[src/rtl/mfmul_pkg.sv]
package mfmul_pkg;
  // sign handling, fmt[1:0]
  typedef enum logic [1:0] {
    SGN_UU  = 2'b00,
    SGN_SS  = 2'b01,
    SGN_SU  = 2'b10,
    SGN_ALT = 2'b11
  } sign_mode_e;

  localparam int FRAC_BIT = 2;
  localparam int FMT_W    = 3;
endpackage

[src/rtl/mfmul_ctrl.sv]
module mfmul_ctrl (
  input  logic clk,
  input  logic rst,
  input  logic start_i,
  output logic capture_o,
  output logic busy_o,
  output logic done_o
);
  logic busy_q, done_q;

  assign capture_o = start_i && !busy_q;

  always_ff @(posedge clk) begin
    if (rst) begin
      busy_q <= 1'b0;
      done_q <= 1'b0;
    end else begin
      busy_q <= capture_o;
      done_q <= busy_q;
    end
  end

  assign busy_o = busy_q;
  assign done_o = done_q;

  p_busy_single_r6: assert property (@(posedge clk) disable iff (rst)
    busy_q |=> !busy_q);
  p_done_follows_r5: assert property (@(posedge clk) disable iff (rst)
    busy_q |=> done_q);
  p_done_pulse_r5: assert property (@(posedge clk) disable iff (rst)
    done_q |=> (!done_q || $past(busy_q)));
  p_ignore_start_r7: assert property (@(posedge clk) disable iff (rst)
    (busy_q && start_i) |=> (done_q && !busy_q));
endmodule

[src/rtl/mfmul_opnd_ext.sv]
module mfmul_opnd_ext
  import mfmul_pkg::*;
#(
  parameter int W    = 8,
  parameter bit IS_A = 1'b1
) (
  input  logic                clk,
  input  logic                rst,
  input  logic                en_i,
  input  logic [1:0]          sign_i,
  input  logic [W-1:0]        op_i,
  output logic signed [W:0]   ext_o
);
  logic is_signed;

  generate
    if (IS_A) begin : g_a
      assign is_signed = (sign_i == SGN_SS) || (sign_i == SGN_SU);
    end else begin : g_b
      assign is_signed = (sign_i == SGN_SS);
    end
  endgenerate

  logic signed [W:0] ext_q;

  always_ff @(posedge clk) begin
    if (rst) ext_q <= '0;
    else if (en_i) ext_q <= {is_signed & op_i[W-1], op_i};
  end

  assign ext_o = ext_q;
endmodule

[src/rtl/mfmul_arith.sv]
module mfmul_arith #(
  parameter int W = 8
) (
  input  logic               clk,
  input  logic               rst,
  input  logic               en_i,
  input  logic               frac_i,
  input  logic signed [W:0]  a_i,
  input  logic signed [W:0]  b_i,
  output logic [2*W-1:0]     res_o,
  output logic               carry_o,
  output logic               zero_o
);
  localparam int PW = 2 * W;

  logic signed [PW-1:0] raw;
  logic [PW-1:0]        shaped;
  logic [PW-1:0]        res_q;
  logic                 carry_q, zero_q, frac_q;

  assign raw    = PW'(a_i) * PW'(b_i);
  assign shaped = frac_i ? {raw[PW-2:0], 1'b0} : raw;

  always_ff @(posedge clk) begin
    if (rst) begin
      res_q   <= '0;
      carry_q <= 1'b0;
      zero_q  <= 1'b0;
      frac_q  <= 1'b0;
    end else if (en_i) begin
      res_q   <= shaped;
      carry_q <= raw[PW-1];
      zero_q  <= (shaped == '0);
      frac_q  <= frac_i;
    end
  end

  assign res_o   = res_q;
  assign carry_o = carry_q;
  assign zero_o  = zero_q;

  p_hold_r12: assert property (@(posedge clk) disable iff (rst)
    !en_i |=> ($stable(res_q) && $stable(carry_q) && $stable(zero_q)));
  p_frac_lsb_r4: assert property (@(posedge clk) disable iff (rst)
    frac_q |-> (res_q[0] == 1'b0));
  p_int_carry_r8: assert property (@(posedge clk) disable iff (rst)
    !frac_q |-> (carry_q == res_q[PW-1]));
  p_zero_flag_r9: assert property (@(posedge clk) disable iff (rst)
    zero_q |-> (res_q == '0));
endmodule

[src/rtl/mfmul_top.sv]
module mfmul_top
  import mfmul_pkg::*;
#(
  parameter int W = 8
) (
  input  logic             clk,
  input  logic             rst,
  input  logic             start_i,
  input  logic [FMT_W-1:0] fmt_i,
  input  logic [W-1:0]     op_a_i,
  input  logic [W-1:0]     op_b_i,
  output logic             busy_o,
  output logic             done_o,
  output logic [2*W-1:0]   product_o,
  output logic             carry_o,
  output logic             zero_o
);
  logic capture, busy;
  logic signed [W:0] a_ext, b_ext;
  logic frac_q;

  mfmul_ctrl u_ctrl (
    .clk(clk), .rst(rst), .start_i(start_i),
    .capture_o(capture), .busy_o(busy), .done_o(done_o)
  );

  mfmul_opnd_ext #(.W(W), .IS_A(1'b1)) u_ext_a (
    .clk(clk), .rst(rst), .en_i(capture), .sign_i(fmt_i[1:0]),
    .op_i(op_a_i), .ext_o(a_ext)
  );

  mfmul_opnd_ext #(.W(W), .IS_A(1'b0)) u_ext_b (
    .clk(clk), .rst(rst), .en_i(capture), .sign_i(fmt_i[1:0]),
    .op_i(op_b_i), .ext_o(b_ext)
  );

  always_ff @(posedge clk) begin
    if (rst) frac_q <= 1'b0;
    else if (capture) frac_q <= fmt_i[FRAC_BIT];
  end

  mfmul_arith #(.W(W)) u_arith (
    .clk(clk), .rst(rst), .en_i(busy), .frac_i(frac_q),
    .a_i(a_ext), .b_i(b_ext),
    .res_o(product_o), .carry_o(carry_o), .zero_o(zero_o)
  );

  assign busy_o = busy;

  p_reset_idle_r11: assert property (@(posedge clk)
    rst |=> (!busy_o && !done_o && product_o == '0 && !carry_o && !zero_o));
  p_no_start_no_busy_r5: assert property (@(posedge clk) disable iff (rst)
    !start_i |=> !busy_o);
endmodule

[config.mk]
export PLATFORM = sky130hd
export DESIGN_NAME = mfmul_top
export DESIGN_NICKNAME = d
export VERILOG_FILES = /design/src/rtl/mfmul_pkg.sv /design/src/rtl/mfmul_ctrl.sv /design/src/rtl/mfmul_opnd_ext.sv /design/src/rtl/mfmul_arith.sv /design/src/rtl/mfmul_top.sv
export SDC_FILE = /design/constraint.sdc
export NUM_CORES = 1
export LEC_CHECK = 0
export ABC_CLOCK_PERIOD_IN_PS = 7300
export BUFFER_PORTS_ARGS = -buffer_cell sky130_fd_sc_hd__buf_2
export CAP_MARGIN = 20
export CORE_AREA = 3 3 90 92
export CTS_CLUSTER_DIAMETER = 40
export DETAILED_ROUTE_END_ITERATION = 8
export DIE_AREA = 0 0 93 95
export HOLD_SLACK_MARGIN = 0.05
export PLACE_DENSITY = 0.77
export SYNTH_ARGS = -nofsm -noshare
export SYNTH_HDL_FRONTEND = slang
export SYNTH_SLANG_ARGS = --single-unit
[constraint.sdc]
create_clock -name clk -period 7.3 [get_ports clk]
set_clock_uncertainty 0.2 [all_clocks]
set_input_delay 0.73 -clock clk [delete_from_list [all_inputs] [get_ports clk]]
set_output_delay 0.73 -clock clk [all_outputs]
set_load 0.1 [all_outputs]
======== Word-level counts from Yosys, hierarchy flattened ========
Index checks and enable logic that the tools add are counted.
storage, ports and cells
  word-level logic and storage cells ...... 18
  output and inout port bits .............. 20
  bits in registers ....................... 39
operators by class
  equality and inequality tests ........... 2
  multiply operators ...................... 1
  bitwise logic cells ..................... 2
  reduce and logical (&&, ||, !) cells .... 4
  multiplexer cells ....................... 1
operator list
  operator            count
  $logic_not 16->1    1
  $mul 9x9->16        1
  $mux 16             1
  $and 1x1->1         2
  $eq 2x1->1 const B  1
  $eq 2x2->1 const B  1
  $logic_and 1x1->1   1
  $logic_not 1->1     1
  $logic_or 1x1->1    1

======== Depth between registers and ports, before layout ========
Gate-level depths: netlist of run 1.
  depth in word-level cells ............... 3
  mapped depth ............................ 18
  gate-level depth less buffers ........... 17

======== Modules after synthesis ========
A second synthesis of run 1 with hierarchy kept.
second synthesis, totals
  cell total of the unflattened synthesis .. 483
  area total of the unflattened synthesis .. 4360.4 um2
modules (own cells, without submodules)
  module                    instances  area each (um2)  cells an instance
  mfmul_arith               1          3597.2           414
  mfmul_opnd_ext (u_ext_a)  1          332.8            31
  mfmul_opnd_ext (u_ext_b)  1          329.1            30
  mfmul_ctrl                1          67.6             5
  mfmul_top                 1          33.8             3

======== Least setup slack after synthesis of run 1 ========
No wires, ideal clock.
  path kind ............................... register to register
  start point ............................. register u_ext_b.ext_q[2] (netlist: u_ext_b.ext_o[2])
  end point ............................... register u_arith.zero_q (netlist: u_arith.zero_o)
  buffers on the path ..................... 1
  required time ........................... 7013 ps
  cell stages (with the launch flop) ...... 19
  slack ................................... 1962 ps
  arrival time ............................ 5051 ps
  library setup time ...................... 87 ps
  path through ............................ dfxtp_1 clkbuf_1 nand2_1 fa_1 inv_1 fa_1 ha_1 inv_1 fa_1 inv_1 ha_1 ha_1 fa_1 a21o_2 a21oi_4 xor2_2 or3b_1 or4b_1 o31ai_1
between the ends
  cells in the longest elaborated chain, start to end .. 3
ends and longest elaborated chain
  item                      line                  text
  start: declaration        mfmul_opnd_ext.sv:24  logic signed [W:0] ext_q;
  start signal: assignment  mfmul_opnd_ext.sv:28  else if (en_i) ext_q <= {is_signed & op_i[W-1], op_i};
  $mul 9x9->16              mfmul_arith.sv:21     assign raw = PW'(a_i) * PW'(b_i);
  $mux 16                   mfmul_arith.sv:22     assign shaped = frac_i ? {raw[PW-2:0], 1'b0} : raw;
  $logic_not 16->1          mfmul_arith.sv:33     zero_q <= (shaped == '0);
  end signal: assignment    mfmul_arith.sv:33
  end: declaration          mfmul_arith.sv:19     logic carry_q, zero_q, frac_q;
No other way between the ends.
A chain may end at the register's enable or synchronous reset.

======== Worst setup path after layout of run 1 ========
  start point ............................. register u_ext_b.ext_q[1] (netlist: u_ext_b.ext_o[1])
  end point ............................... register u_arith.zero_q (netlist: u_arith.zero_o)
Same word-level chain as after synthesis.

==> impl_results.md, run 1 <==
* MaxCap Viol Count at 0
* Startpoint Class: flop
* Cell area after layout at 4728 um^2
* Sequential share of the synthesized area at 17.80%
* Core Box Area at 7292 um^2
* Final worst slack at 1.635 ns
* Mapped Nets at 626
* Via density at 5.369
* Worst hold path startpoint: u_arith.zero_o
* Avg Synthesized Cell Area at 8.652 um^2
* Status: finished, final reports clean
* DP Cell Count at 617
* Fraction of registers with async set/reset at 0%
* Pwr Total at 611.2 uW
* Post-route ant nets at 0
* Top-count cell post-synth: nand2_1
* Share of layout cells above drive strength 1 at 11.95%
* Area growth, synth to finish at 7.787%
* Post-CTS resize count at 0
* Pins Over Slew Limit at 0
* Area leader, netlist: fa_1
* Sink Count at 39
* Post-DP HPWL at 7.264 mm
* CTS clk-pin slew, worst paths at 0.09 ns
* Final RePlAce weighted congestion at 0.8967
* Initial Utilization at 60.16%
* First-pass iteration count of the detailed router at 4
* Hold-fix buffers, CTS at 0
* Leakage power at 2.393 nW
* CTS tree: yes
* Crit Path Max Fanout at 10
* R2r startpoint: u_ext_b.ext_o[1]
* Post-synth EDFFs at 0
* Pre-CTS setup slack at 1.654 ns
* Util after Layout at 64.84%
* Pwr dens at 129.3 nW/um^2
* Min Hold Slack at 0.2669 ns
* Reg-to-reg endpoint: u_arith.zero_o
* Seq cells post-synth at 39
* DP Area at 4606 um^2
* H-tree depth at 2
* Fin crit share at 77.60%
* WS Path Type: flop to flop
* Fmax at 176.5 MHz
* Num CTS Buffers at 5
* Post-synth top area share at 28.75%
* Post-synth cell types at 52
* FF-to-FF setup slack at 1.64 ns
* IO Pins at 42
* Post-CTS Setup Inserts at 0
* Largest net degree at the start of global routing at 39
* Vias in the first global route at 3347
* Via Count at 3361
* Setup tns final at 0 ns
* Final Hold Fails at 0
* Synthesized cell area at 4387 um^2
* Initial DRC Count at 133
* CP endpoint kind: flop
* Clk root buf: clkbuf_8
* Synth area leaders: fa_1, dfxtp_1, ha_1
* GRT Resource Usage Total at 22.13%
* Slew HR at 41.93%
* Most common library cells after synthesis: nand2_1, inv_1, fa_1
* Worst Hold End: u_arith.zero_o
* Clock Path Buffers at 2
* Die Ht at 95 um
* Worst vdd ir at 0.1018 mV
* Hold Path Depth at 2
* Wire per inst at 14.42 um
* Post-layout net count at 645
* # rows at 31
* Clk_lat worst skew at 0.30 ns
* Crit path DAT at 5.68 ns
* Die area at 8835 um^2
* Initial antenna violation count at 0
* DRC viols at 0
* Final non-filler cell total at 626
* Count of final setup violators at 0
* Hold Path Class: flop to flop
* RSZ-0062 raised after global routing: false
* Antenna cells at 0
* Main synth FF type: dfxtp_1
* Measured slew at the worst slew-check pin at 0.8699 ns
* Yosys warning count at 0
* IO buf count at 41
* FF-to-FF path depth at 17
* First-pass GRT wire length at 15.68 mm
* Worst EP required at 7.31 ns
* Total gr overflow at 0
* Cells after Synth at 507
* Crit path time final at 5.665 ns
* Die W at 93 um
* Final wirelength at 9.026 mm
-- metal layers --
| metal | GRT usage (%) | routed length [um] | part of all wire (%) | up-vias |
|---|---|---|---|---|
| met5 | 0 | 0 | 0 | - |
| met4 | 5.739 | 127 | 1.4 | 0 |
| met3 | 3.028 | 372 | 4.1 | 15 |
| met2 | 36.53 | 4282 | 47 | 72 |
| met1 | 30.82 | 4243 | 47 | 1633 |
| li1 | - | - | - | 1641 |
-- how the worst max path moves through the flow --
stage                                start              to  slack (ns)  cells after the start
after floorplan           u_ext_b.ext_o[2]  u_arith.zero_o        1.96                     18
after global placement    u_ext_a.ext_o[3]  u_arith.zero_o        1.73                     17
after detailed placement  u_ext_a.ext_o[3]  u_arith.zero_o        1.65                     17
after CTS                 u_ext_a.ext_o[3]  u_arith.zero_o        1.61                     17
after global routing      u_ext_b.ext_o[0]  u_arith.zero_o        1.25                     14
final                     u_ext_b.ext_o[1]  u_arith.zero_o        1.64                     17
-- state kept, by name, indices dropped and copies added (netlist names) --
signal / cells
frac_q: 1
u_arith.res_o: 16
u_ext_b.ext_o: 9
u_arith.zero_o: 1
u_ctrl.done_o: 1
u_arith.carry_o: 1
u_ext_a.ext_o: 9
u_ctrl.busy_o: 1
-- cells by family (layout without fill, tap and decap cells) --
logic type / count (synthesis) / in the layout / synth area share (%)
buffers and inverters: 105 / 125 / 9.013
xor gates and xnor gates: 16 / 16 / 3.366
AOI/OAI and AO/OA: 69 / 69 / 10.95
DFF: 39 / 39 / 17.80
and+or+nand+nor: 173 / 173 / 18.60
muxes: 8 / 8 / 1.826
adders and majority gates: 97 / 97 / 38.45
-- critical path: stages, from the launching register on --
cell     delay [ns]
dfxtp_1        0.58
nand2_1        0.14
fa_1           0.54
inv_1          0.06
fa_1           0.45
ha_1           0.29
inv_1          0.05
fa_1           0.52
inv_1          0.04
ha_1           0.28
ha_1           0.25
fa_1           0.42
a21o_2         0.28
a21oi_4        0.16
xor2_2         0.21
or3b_1         0.37
or4b_1         0.47
o31ai_1        0.25
-- final cells by class --
| type | instances | area, um^2 |
|---|---|---|
| multi-input combinational | 363 | 3211 |
| fill | 662 | 2564 |
| sequential | 39 | 780.7 |
| inverter | 74 | 277.8 |
| timing repair buffer | 43 | 220.2 |
| tap | 99 | 123.9 |
| clock buffer | 5 | 68.82 |
| clock inverter | 3 | 46.29 |
-- report_power, final --
part	internal, mW	total (mW)	switching [mW]
registers	0.225	0.245	0.0206
clock network	0.103	0.191	0.0876
logic	0.0569	0.175	0.118
total	0.385	0.611	0.226
-- placed cells by master (no fill, tap or decap), drive strengths merged, types with 4 or more instances in the layout --
master and count:
and2 30, dfxtp 39, nand2 89, xnor2 12, ha 34, buf 43
xor2 4, clkbuf 5, fa 63, a211oi 11, nor2b 7, nand3 4
inv 75, mux2i 8, nand2b 5, nor2 21, a21oi 28, o21ai 8
Note: power is estimated with default switching activity, not from simulation.
==> run 2, diff against run 1 <==
- ABC_CLOCK_PERIOD_IN_PS: 7300 -> 5450
- clock period: 7.3 -> 5.45 ns (I/O delays scaled with it)
==> run 2 against run 1 <==
Die area stayed put. Critical path depth is 1 lower. Clock-buffer cell count is 1 higher. Combinational power is 54% higher. Utilization is 4.3 points higher. Final cell count is 4.8% higher. Sequential share of layout area is 0.63 points lower. Fmax is 6.7% higher.
==> impl_results.md, run 2 (synthesized netlist as in run 1, its figures left out) <==
* Status: finished, final reports clean (unchanged)
* Met1 Wirelength at 4.475 mm (was 4.243 mm)
* Fin crit share at 97.42% (was 77.60%)
* Sink Count at 39 (unchanged)
* Buf/Inv on CP at 4 (was 3)
* Clk root buf: clkbuf_8 (unchanged)
* Critical path's most frequent cell: fa_1 (unchanged)
* Int Power at 546.1 uW (was 384.7 uW)
* Core Box Area at 7292 um^2 (unchanged)
* Sequential Power Share at 37.7% (was 40.1%)
* CP Cell Sequence: buf_4 > and2_1 > fa_1 > fa_1 > inv_1 > fa_1 > inv_1 > fa_1 > fa_1 > ha_1 > buf_4 > a21oi_4 > xor2_2 > or3b_1 > or4b_1 > o31ai_1 (was nand2_1 > fa_1 > inv_1 > fa_1 > ha_1 > inv_1 > fa_1 > inv_1 > ha_1 > ha_1 > fa_1 > a21o_2 > a21oi_4 > xor2_2 > or3b_1 > or4b_1 > o31ai_1)
* Antenna cells at 0 (unchanged)
* CP endpoint kind: flop (unchanged)
* RSZ-0062 raised after global routing: false (unchanged)
* Via Count at 3478 (was 3361)
* Combinational share of power at 31.8% (was 28.6%)
* Crit path DAT at 5.32 ns (was 5.68 ns)
* Most frequent cells in the layout: nand2_1, inv_1, fa_1, buf_2 (was nand2_1, inv_1, fa_1, buf_2, dfxtp_1)
* Die area at 8835 um^2 (unchanged)
* Top sig layer: met4 (unchanged)
* IO buf count at 41 (unchanged)
* First-pass GRT wire length at 16.28 mm (was 15.68 mm)
* Wire per inst at 14.66 um (was 14.42 um)
* CTS clk-pin slew, worst paths at 0.08 ns (was 0.09 ns)
* WS Path Type: flop to flop (unchanged)
* Slew HR at 42.70% (was 41.93%)
* FF-to-FF setup slack at 0.14 ns (was 1.64 ns)
* Die W at 93 um (unchanged)
* Delay-heaviest family, CP: adder cells (unchanged)
* Post-DP HPWL at 7.870 mm (was 7.264 mm)
* Largest net degree at the start of global routing at 39 (unchanged)
* Hold Path Depth at 2 (unchanged)
* Clk_lat worst skew at 0.29 ns (was 0.30 ns)
* Die Ht at 95 um (unchanged)
* Fmax at 188.4 MHz (was 176.5 MHz)
* Largest register FFs at 16 (unchanged)
* Worst vdd ir at 0.1452 mV (was 0.1018 mV)
* Area growth, synth to finish at 14.92% (was 7.787%)
* Final Hold Fails at 0 (unchanged)
* Length of routed met3 wiring at 314 um (was 372 um)
* Initial antenna violation count at 0 (unchanged)
* Post-route ant nets at 0 (unchanged)
* Critical Path Stages at 16 (was 17)
* Pwr dens at 168.0 nW/um^2 (was 129.3 nW/um^2)
* Crit Path Max Fanout at 6 (was 10)
* DRC viols at 0 (unchanged)
* Num CTS Buffers at 5 (unchanged)
* Final RePlAce weighted congestion at 0.9958 (was 0.8967)
* Pins Over Slew Limit at 0 (unchanged)
* First-pass iteration count of the detailed router at 4 (unchanged)
* Initial Utilization at 60.16% (unchanged)
* FF-to-FF path depth at 16 (was 17)
* Measured slew at the worst slew-check pin at 0.8583 ns (was 0.8699 ns)
* P_sw at 300.9 uW (was 226.5 uW)
* Count of final setup violators at 0 (unchanged)
* CP max stage delay at 0.54 ns (was 0.58 ns)
* Total gr overflow at 0 (unchanged)
* Via density at 5.302 (was 5.369)
* Initial DRC Count at 164 (was 133)
* Pwr Total at 847.0 uW (was 611.2 uW)
* Vias in the first global route at 3566 (was 3347)
* Post-layout net count at 675 (was 645)
* Leakage power at 2.558 nW (was 2.393 nW)
* Setup tns final at 0 ns (unchanged)
* GRT Resource Usage Total at 23.28% (was 22.13%)
* CP max stage cell: fa_1 (was dfxtp_1)
* Hold Path Class: flop to flop (unchanged)
* H-tree depth at 2 (unchanged)
* Worst EP required at 5.46 ns (was 7.31 ns)
* Final wirelength at 9.620 mm (was 9.026 mm)
* Clock Path Buffers at 2 (unchanged)
* IO Pins at 42 (unchanged)
* MaxCap Viol Count at 0 (unchanged)
* Clock share of power at 30.5% (was 31.2%)
* # rows at 31 (unchanged)
* Switching fraction of total power at 35.52% (was 37.06%)
* Startpoint Class: flop (unchanged)
* Crit path time final at 5.309 ns (was 5.665 ns)
* Commonest non-fill, non-tap cell in the layout: nand2_1 (unchanged)
* DR WL met2 at 4.659 mm (was 4.282 mm)
* CTS tree: yes (unchanged)
* Util after Layout at 69.13% (was 64.84%)
* Share of layout cells above drive strength 1 at 20.11% (was 11.95%)
[run 2: cell count changes in the layout (fill, tap and decap cells not counted), sizes merged]
cell | previous run | this run
buf | 43 | 73
clkbuf | 5 | 6
clkinvlp | 1 | 0
[run 2: power groups by stage]
stage | Clock (mW) | Sequential, mW | Combinational (mW)
global route | 0.273 | 0.322 | 0.297
floorplan | 0 | 0.374 | 0.143
CTS | 0.264 | 0.319 | 0.264
detailed placement | 0 | 0.326 | 0.262
global placement | 0 | 0.325 | 0.257
finish | 0.258 | 0.320 | 0.269
[run 2: worst reg2reg max path: cells and delay by family, from the launching register on]
family	cells	cell delay, ns
fa+ha+maj	6	2.68
buf+inv	4	0.43
simple gates	3	1.03
xor+xnor	1	0.18
compound gates	2	0.34
flops	1	0.36
[run 2: metrics by stage]
step / hold slack (ns) / instance area (um^2) / setup slack, ns / instances
after floorplan: 0.2949 / 4387 / 0.1120 / 507
after global placement: 0.2346 / 4823 / 0.1065 / 646
after detailed placement: 0.2579 / 4823 / -0.0002531 / 646
after CTS: 0.2709 / 4950 / 0.001601 / 654
after global routing: 0.2745 / 5041 / 0.004254 / 656
final: 0.2690 / 5041 / 0.1407 / 656
[run 2: area by class of cell]
type                            count  area [um^2]
Clock inverter                      2        38.79
Inverter                           74        277.8
Clock buffer                        6        82.58
Multi-Input combinational cell    363         3272
Tap cell                           99        123.9
Sequential cell                    39        800.8
Fill cell                         604         2251
Timing Repair Buffer               73        445.4
[run 2: final timing paths]
check / from / end
worst min register to register: u_arith.res_o[8] / u_arith.res_o[8]
worst min-delay path: u_arith.res_o[8] / u_arith.res_o[8]
worst max register to register: u_ext_a.ext_o[2] / u_arith.zero_o
worst max-delay path: u_ext_a.ext_o[2] / u_arith.zero_o
[run 2: routing by layer]
metal / GRT usage (%) / vias to the layer above
met3: 3.665 / 17
met5: 0 / -
met2: 39.53 / 83
met1: 30.74 / 1684
met4: 7.204 / 0
li1: - / 1694
[run 2: repair_timing]
item	in CTS	in global routing
endpoints found under the setup margin	1	4
buffers inserted	0	1
hold buffers	0	0
pin swaps	0	6
gates resized for setup	4	21
==> run 3, diff against run 2 <==
- CORE_AREA: 3 3 90 92 -> 3 3 115 117
- DIE_AREA: 0 0 93 95 -> 0 0 118 120
- PLACE_DENSITY: 0.77 -> 0.5
- SYNTH_HIERARCHICAL: default -> 1
==> run 3 against run 2 <==
Die area grew 60%. Setup slack gained 0.075 ns. Design area grew 2.4%. Highest routed layer unchanged.
==> impl_results.md, run 3 <==
* Crit path time final at 5.235 ns (was 5.309 ns)
* IO buf count at 41 (unchanged)
* Cell area after layout at 5162 um^2 (was 5041 um^2)
* Antenna cells at 0 (unchanged)
* Pwr dens at 173.1 nW/um^2 (was 168.0 nW/um^2)
* Multi-input logic area at 3271 um^2 (was 3272 um^2)
* Yosys warning count at 6 (was 0)
* Count of final setup violators at 0 (unchanged)
* Post-route ant nets at 0 (unchanged)
* Synth area leaders: fa_1, dfxtp_1, ha_1 (unchanged)
* First-pass GRT wire length at 15.61 mm (was 16.28 mm)
* Initial antenna violation count at 0 (unchanged)
* Via density at 4.556 (was 5.302)
* DP Area at 4925 um^2 (was 4823 um^2)
* Top-count cell post-synth: inv_1 (was nand2_1)
* Clock Path Buffers at 2 (unchanged)
* Pwr Total at 893.7 uW (was 847.0 uW)
* Via Count at 3253 (was 3478)
* Post-synth EDFFs at 0 (unchanged)
* Slew HR at 48.03% (was 42.70%)
* Cells after Synth at 483 (was 507)
* GRT Resource Usage Total at 13.39% (was 23.28%)
* Initial DRC Count at 160 (was 164)
* Fin crit share at 96.05% (was 97.42%)
* CTS tree: yes (unchanged)
* First-pass iteration count of the detailed router at 4 (unchanged)
* Leakage power at 2.575 nW (was 2.558 nW)
* H-tree depth at 2 (unchanged)
* RSZ-0062 raised after global routing: false (unchanged)
* Initial Utilization at 34.98% (was 60.16%)
* Hold-fix buffers, CTS at 0 (unchanged)
* CTS clk-pin slew, worst paths at 0.05 ns (was 0.08 ns)
* Buf/Inv on CP at 1 (was 4)
* Area growth, synth to finish at 18.39% (was 14.92%)
* Final Hold Fails at 0 (unchanged)
* Pins Over Slew Limit at 0 (unchanged)
* Wire per inst at 12.59 um (was 14.66 um)
* Commonest non-fill, non-tap cell in the layout: inv_1 (was nand2_1)
* IO Pins at 42 (unchanged)
* Measured slew at the worst slew-check pin at 0.7795 ns (was 0.8583 ns)
* Final non-filler cell total at 714 (was 656)
* CP Cell Sequence: nand2_1 > fa_1 > inv_1 > fa_1 > fa_1 > fa_1 > fa_1 > ha_4 > o21ai_1 > o21ai_1 > a22oi_2 > or4_1 > a211o_1 > or4_1 > o21ai_2 (was buf_4 > and2_1 > fa_1 > fa_1 > inv_1 > fa_1 > inv_1 > fa_1 > fa_1 > ha_1 > buf_4 > a21oi_4 > xor2_2 > or3b_1 > or4b_1 > o31ai_1)
* Share of layout cells above drive strength 1 at 21.59% (was 20.11%)
* Hold Path Class: flop to flop (unchanged)
* Vias in the first global route at 3376 (was 3566)
* CP endpoint kind: flop (unchanged)
* Post-synth cell types at 47 (was 52)
* Delay-heaviest family, CP: adder cells (unchanged)
* Seq cells post-synth at 39 (unchanged)
* Avg Synthesized Cell Area at 9.028 um^2 (was 8.652 um^2)
* Synthesized cell area at 4360 um^2 (was 4387 um^2)
* Crit path DAT at 5.25 ns (was 5.32 ns)
* Num CTS Buffers at 5 (unchanged)
* Most common library cells after synthesis: inv_1, fa_1, nand2_1 (was nand2_1, inv_1, fa_1)
* Die W at 118 um (was 93 um)
* Clk_lat worst skew at 0.28 ns (was 0.29 ns)
* Worst EP required at 5.47 ns (was 5.46 ns)
* Final wirelength at 8.991 mm (was 9.620 mm)
* Fmax at 191.0 MHz (was 188.4 MHz)
* MaxCap Viol Count at 0 (unchanged)
* Area leader, netlist: fa_1 (unchanged)
* Register Area at 804.5 um^2 (was 800.8 um^2)
* Sequential share of the synthesized area at 17.91% (was 17.80%)
* Status: finished, final reports clean (unchanged)
* DRC viols at 0 (unchanged)
* Clk root buf: clkbuf_16 (was clkbuf_8)
* Worst vdd ir at 0.09819 mV (was 0.1452 mV)
* Most frequent cells in the layout: inv_1, fa_1, nand2_1, nor2_1, buf_2 (was nand2_1, inv_1, fa_1, buf_2)
* WS Path Type: flop to flop (unchanged)
* Largest register FFs at 16 (unchanged)
* Critical path's most frequent cell: fa_1 (unchanged)
* Crit Path Max Fanout at 8 (was 6)
* Post-layout net count at 659 (was 675)
* Sink Count at 39 (unchanged)
* Startpoint Class: flop (unchanged)
* Largest net degree at the start of global routing at 42 (was 39)
* Fraction of registers with async set/reset at 0% (unchanged)
* DP Cell Count at 705 (was 646)
* Post-DP HPWL at 7.640 mm (was 7.870 mm)
* Post-synth top area share at 28.92% (was 28.75%)
* Util after Layout at 41.41% (was 69.13%)
* Final RePlAce weighted congestion at 0.8955 (was 0.9958)
* # rows at 41 (was 31)
* Mapped Nets at 601 (was 626)
* # fillers at 1288 (was 604)
* CP max stage delay at 0.57 ns (was 0.54 ns)
* Main synth FF type: dfxtp_1 (unchanged)
* Total gr overflow at 0 (unchanged)
* Die Ht at 120 um (was 95 um)
* CP max stage cell: fa_1 (unchanged)
* Core Box Area at 12470 um^2 (was 7292 um^2)
* Die area at 14160 um^2 (was 8835 um^2)
-- run 3: changes by cell type in the layout (fill, tap and decap cells not counted), moves of 4 or more --
cell and delta:
nand2_1 -38, nor2_1 +20, mux2i_1 +18, a21oi_1 -17, clkbuf_8 -6, clkbuf_16 +5, ha_1 -4
-- run 3: timing repair --
item                                    4_1_cts  5_1_grt
gates resized for setup                       3       28
pin swaps                                     0       11
setup buffers                                 0        1
endpoints found under the setup margin        1        2
-- run 3: final cells by class --
| cell class | count | area share (%) |
|---|---|---|
| repair buffers | 75 | 8.919 |
| clock inverters | 1 | 0.09695 |
| inverters | 73 | 5.308 |
| flip-flops and latches | 39 | 15.58 |
| well taps | 172 | 4.169 |
| clock buffers | 7 | 2.569 |
| multi-input cells | 347 | 63.35 |
-- run 3: path summary, 6_finish.rpt --
| kind | start | endpoint | slack (ns) | cells past startpoint |
|---|---|---|---|---|
| hold / removal | u_arith/zero_o | u_arith/zero_o | 0.27 | 2 |
| hold reg to reg | u_arith/zero_o | u_arith/zero_o | 0.27 | 2 |
| setup / recovery | u_ext_b/ext_o[2] | u_arith/zero_o | 0.22 | 15 |
| setup reg to reg | u_ext_b/ext_o[2] | u_arith/zero_o | 0.22 | 15 |
-- run 3: logic make-up after synthesis --
group	synth area share [%]
muxes	5.968
AOI/OAI and AO/OA	8.407
and+or+nand+nor	17.19
adders and majority gates	38.39
DFF	17.91
buffers and inverters	8.723
xor gates and xnor gates	3.415
-- run 3: per-layer routing --
metal / track usage [%] / share of wire (%) / vias up
met3: 2.592 / 2.9 / 11
li1: - / - / 1648
met4: 3.810 / 1.4 / 0
met2: 21.42 / 46 / 50
met1: 18.55 / 50 / 1544
met5: 0 / 0 / -
-- run 3: metrics by stage --
stage	hold WS (ns)	setup slack, ns	setup TNS, ns
after floorplan	0.2484	0.04780	0
after global placement	0.2478	0.02444	0
after global routing	0.2945	0.01632	0
after detailed placement	0.2486	-0.05293	-0.05293
after CTS	0.2562	0.01531	0
final	0.2737	0.2155	0
-- run 3: worst register-to-register path, cell delays in order (launching register included) --
cell and delay [ns]:
dfxtp_4 0.38, nand2_1 0.09, fa_1 0.54, inv_1 0.06
fa_1 0.52, fa_1 0.57, fa_1 0.43, fa_1 0.49
ha_4 0.30, o21ai_1 0.08, o21ai_1 0.16, a22oi_2 0.10
or4_1 0.50, a211o_1 0.22, or4_1 0.41, o21ai_2 0.11
-- run 3: report_power, final --
part	switching, mW	internal, mW
clock	0.109	0.169
combinational	0.185	0.109
sequential	0.0184	0.303
total	0.313	0.581
